===== src/rtl/coh_pkg.sv =====
package coh_pkg;
  localparam int STATE_W = 2;

  typedef enum logic [STATE_W-1:0] {
    LINE_INV   = 2'b00,
    LINE_SHR   = 2'b01,
    LINE_DIRTY = 2'b10
  } line_st_e;
endpackage


===== src/rtl/coh_rst_sync.sv =====
module coh_rst_sync #(
  parameter int STAGES = 2
) (
  input  logic clk,
  input  logic rst_n,
  output logic rst_n_sync
);
  logic [STAGES-1:0] chain_q;

  always_ff @(posedge clk or negedge rst_n) begin
    if (!rst_n) chain_q <= '0;
    else        chain_q <= {chain_q[STAGES-2:0], 1'b1};
  end

  assign rst_n_sync = chain_q[STAGES-1];
endmodule


===== src/rtl/coh_snoop_stage.sv =====
module coh_snoop_stage
  import coh_pkg::*;
(
  input  line_st_e st_in,
  input  logic     snp_rd,
  input  logic     snp_wr,
  output line_st_e st_mid,
  output logic     flush
);
  always_comb begin
    st_mid = st_in;
    flush  = 1'b0;
    if (snp_wr) begin
      st_mid = LINE_INV;
    end else if (snp_rd && st_in == LINE_DIRTY) begin
      st_mid = LINE_SHR;
      flush  = 1'b1;
    end
  end
endmodule


===== src/rtl/coh_local_stage.sv =====
module coh_local_stage
  import coh_pkg::*;
(
  input  line_st_e st_mid,
  input  logic     loc_rd,
  input  logic     loc_wr,
  output line_st_e st_nxt,
  output logic     req,
  output logic     inv
);
  always_comb begin
    st_nxt = st_mid;
    req    = 1'b0;
    inv    = 1'b0;
    if (loc_wr) begin
      st_nxt = LINE_DIRTY;
      case (st_mid)
        LINE_INV: begin req = 1'b1; inv = 1'b1; end
        LINE_SHR: inv = 1'b1;
        default:  ;
      endcase
    end else if (loc_rd && st_mid == LINE_INV) begin
      st_nxt = LINE_SHR;
      req    = 1'b1;
    end
  end
endmodule


===== src/rtl/coh_line_ctrl.sv =====
module coh_line_ctrl
  import coh_pkg::*;
#(
  parameter int RST_STAGES = 2
) (
  input  logic               clk,
  input  logic               rst_n,
  input  logic               loc_rd,
  input  logic               loc_wr,
  input  logic               snp_rd,
  input  logic               snp_wr,
  output logic               bus_req,
  output logic               bus_inv,
  output logic               bus_flush,
  output logic [STATE_W-1:0] line_state
);
  logic     rst_n_s;
  line_st_e st_q, st_mid, st_nxt;
  logic     st_en;

  coh_rst_sync #(.STAGES(RST_STAGES)) u_rst (
    .clk(clk), .rst_n(rst_n), .rst_n_sync(rst_n_s)
  );

  coh_snoop_stage u_snoop (
    .st_in(st_q), .snp_rd(snp_rd), .snp_wr(snp_wr),
    .st_mid(st_mid), .flush(bus_flush)
  );

  coh_local_stage u_local (
    .st_mid(st_mid), .loc_rd(loc_rd), .loc_wr(loc_wr),
    .st_nxt(st_nxt), .req(bus_req), .inv(bus_inv)
  );

  assign st_en = (st_nxt != st_q);

  always_ff @(posedge clk or negedge rst_n_s) begin
    if (!rst_n_s)   st_q <= LINE_INV;
    else if (st_en) st_q <= st_nxt;
  end

  assign line_state = st_q;

  p_legal_state_r2: assert property (@(posedge clk) disable iff (!rst_n_s)
    line_state != 2'b11);

  p_req_fills_r3: assert property (@(posedge clk) disable iff (!rst_n_s)
    bus_req |=> line_state != LINE_INV);

  p_inv_owns_r4: assert property (@(posedge clk) disable iff (!rst_n_s)
    bus_inv |=> line_state == LINE_DIRTY);

  p_dirty_quiet_r6: assert property (@(posedge clk) disable iff (!rst_n_s)
    (line_state == LINE_DIRTY && !snp_rd && !snp_wr) |-> (!bus_req && !bus_inv && !bus_flush));

  p_snoop_wr_kills_r8: assert property (@(posedge clk) disable iff (!rst_n_s)
    (snp_wr && !loc_rd && !loc_wr) |=> line_state == LINE_INV);

  p_flush_dirty_r9: assert property (@(posedge clk) disable iff (!rst_n_s)
    bus_flush |-> (line_state == LINE_DIRTY && snp_rd && !snp_wr));
endmodule


===== config.mk =====
export PLATFORM = sky130hd
export DESIGN_NAME = coh_line_ctrl
export DESIGN_NICKNAME = d
export VERILOG_FILES = /design/src/rtl/coh_pkg.sv /design/src/rtl/coh_rst_sync.sv /design/src/rtl/coh_snoop_stage.sv /design/src/rtl/coh_local_stage.sv /design/src/rtl/coh_line_ctrl.sv
export SDC_FILE = /design/constraint.sdc
export NUM_CORES = 1
export LEC_CHECK = 0
export CAP_MARGIN = 20
export CORE_AREA = 2 2 39 41
export DETAILED_ROUTE_END_ITERATION = 6
export DIE_AREA = 0 0 41 43
export GPL_TIMING_DRIVEN = 0
export PLACE_DENSITY_LB_ADDON = 0.3
export SETUP_SLACK_MARGIN = 0.5
export SLEW_MARGIN = 10
export SYNTH_ARGS = -nofsm -noshare
export SYNTH_HDL_FRONTEND = slang
export SYNTH_HIERARCHICAL = 1
export SYNTH_SLANG_ARGS = --single-unit

===== constraint.sdc =====
create_clock -name clk -period 1.65 [get_ports clk]
set_clock_uncertainty 0.05 [all_clocks]
set_input_delay 0.165 -clock clk [delete_from_list [all_inputs] [get_ports clk]]
set_output_delay 0.165 -clock clk [all_outputs]
set_load 0.01 [all_outputs]

==> run metrics <==
status finished clean; Worst Path Max Fanout 3; Max Root-Sink Buffers 2; Most used DFF post-synth dfrtp_1; Num CTS Buffers 3; final worst path period share 90.1%; P_int 0.229 mW; Die Y 43 µm; Area contributors post-synth dfrtp_1, nor2b_4, nor3b_2, a21oi_2, and2b_2; cell taking the most area after synthesis dfrtp_1; Gate power share 24.1%; Crit Path Class primary input to output pin; most crowded layer after global routing met2; slack of the critical path roughly 0.16 ns; largest net degree at the start of global routing 5; clk slew on worst S/H paths around 0.03 ns; net switching fraction of the power 22.8%; Warnings, synthesis 6; Crit-path slowest cell clkdlybuf4s50_1; Clock power frac 39.0%; setup TNS 0 ns; Final setup violation count 0; synthesized flop and latch total 4; Num Clock Sinks 4; final wirelength around 460 µm; CORE AREA 0.00138 mm²; Worst EP required approximately 1.4 ns; dpl hpwl 298 µm; P&R area growth vs syn 87.3%; wire per inst between 8 and 9 µm; Remaining DRCs 0; Worst path max stage delay 0.48 ns; total global-route track usage roughly 5.7%; CTS H-tree depth 1; Die ar. 0.00176 mm²; Pleak ~0.18 nW; Arrival @ worst endpoint 1.27 ns; Root Driver clkbuf_4; share of layout cells above drive strength 1 47.2%; Antenna diodes 0; Seq pwr share 36.9%; Critical Path, Cell by Cell clkdlybuf4s50_1, nor3b_4, and2b_2, buf_6; met2 Usage GRT approximately 6.9%; Final Hold Fails 0; I/O pin total 11; Placement Setup Slack -0.225 ns; Finished Core Util 26.8%; VDD IR max between 300 and 400 µV; final instance area 370 µm²; gp weighted congestion 0.570; Skew-Pair Late Insertion Delay 0.23 ns; Cell Rows 14; Vias 185; initial antenna violation count 0; Initial DRC Count 2; Crit path max-delay family buffers and inverters; Pwr Density 800 mW/mm²; cell area after synthesis 198 µm²; synthesized net count 25; Buf/Inv on CP 2; Final #Nets 44; Critical Path Sink Type output pin; EDFF count, synth 0; Yosys cell types 14; nature of the critical path startpoint primary input; Psw 0.0675 mW; gate count of the mapped netlist 19; met1 GRT Util under 10%; synth cell count leaders dfrtp_1, clkbuf_1, nor2_1; top-area cell type share of the netlist area 50.6%; max-cap check violation count 0; Syn Area/Cell 10.4 µm²; via-per-instance ratio 3.56; die width ~40 µm; power after layout 0.296 mW; post-place instance area 318 µm²; worst min-delay path class primary input to async pin; CTS tree built; Max Slew Vio Count 0; Final ANT Viol Nets 0; gr ovfl total 0; RSZ-0062 raised after global routing yes; global-route wire length before repair 593 µm; number of global-route vias before repair 182; grt met3 use 4.71%; Async SR Flop Fraction 100%; FMAX 673 MHz; sequential area share after synthesis around half; # port buffers 10; most frequent cell after synthesis dfrtp_1; Initial Util between 10% and 20%; post-route minimum period around 1.5 ns; Initial DRT Pass Iterations 2
-- power by group through the flow --
stage	logic [mW]	clock network (mW)	registers [mW]
3_3_place_gp	0.0609	0	0.111
2_1_floorplan	0.0241	0	0.113
6_report	0.0714	0.115	0.109
5_1_grt	0.0773	0.130	0.110
4_1_cts	0.0601	0.125	0.109
3_5_place_dp	0.0613	0	0.112
-- final cells by class --
class / count / area (µm²)
repair buffers: 14 / 113
multi-input cells: 12 / 104
plain buffers: 2 / 7.51
clock buffers: 3 / 22.5
inverters: 1 / 3.75
well taps: 16 / 20.0
flip-flops and latches: 4 / 100
fillers: 155 / 1010
-- worst register-to-register path, cell delays in order (launching register included) --
cell	delay (ns)
dfrtp_1	0.40
nor2b_4	0.15
nor3b_4	0.06
buf_4	0.14
or2_1	0.22
clkbuf_1	0.09
-- path summary, 6_finish.rpt --
check | depth (start not counted) | from | slack, ns | endpoint
min in group clk | 0 | u_rst/chain_q[0] | 0.30 | u_rst/chain_q[1]
max in group asynchronous | 1 | u_rst/chain_q[1] | 0.94 | line_state[0]
worst min register to register | 0 | u_rst/chain_q[0] | 0.30 | u_rst/chain_q[1]
worst min-delay path | 1 | rst_n | 0.05 | u_rst/chain_q[0]
worst max-delay path | 4 | snp_wr | 0.16 | bus_inv
worst max register to register | 5 | line_state[0] | 0.44 | line_state[1]
-- logic make-up after synthesis --
group	share of synthesized area [%]
and+or+nand+nor	34.8
DFF	50.6
buffers and inverters	5.70
AOI/OAI and AO/OA	6.96
other	1.90
-- registers in the layout, indices dropped and copies added, names as in the netlist --
name	count
u_rst/chain_q	2
line_state	2
-- routing by layer --
layer / wire length, µm / share of wire, %
met1: 166 / 36
met2: 220 / 48
met3: 73 / 16
met4: 0 / 0
met5: 0 / 0
-- per-stage QoR --
stage | instances | hold WS (ns)
detailed placement | 45 | -0.0267
finish | 52 | 0.0488
global placement | 45 | -0.0346
global route | 52 | 0.0386
CTS | 50 | 0.0384
floorplan | 19 | -0.181
-- what timing repair did --
item / in CTS / in global routing
setup endpoints to repair: 6 / 6
pin swaps: 2 / 2
resized for setup: 19 / 5
endpoints found under the hold margin: 2 / 0
setup buffers: 1 / 2
hold buffers: 1 / 0
-- cell usage in the layout, fill, tap and decap left out, drive strengths merged --
master         instances
buf                    7
dfrtp                  4
clkdlybuf4s50          4
nor3b                  1
nor2b                  1
and3b                  1
or2                    1
clkbuf                 6
nor2                   2
dlygate4sd2            1
dlygate4sd3            1
nand2b                 1
a21oi                  2
nor3                   1
conb                   1
and2b                  1
inv                    1
Power figures use the tool's default switching activity.
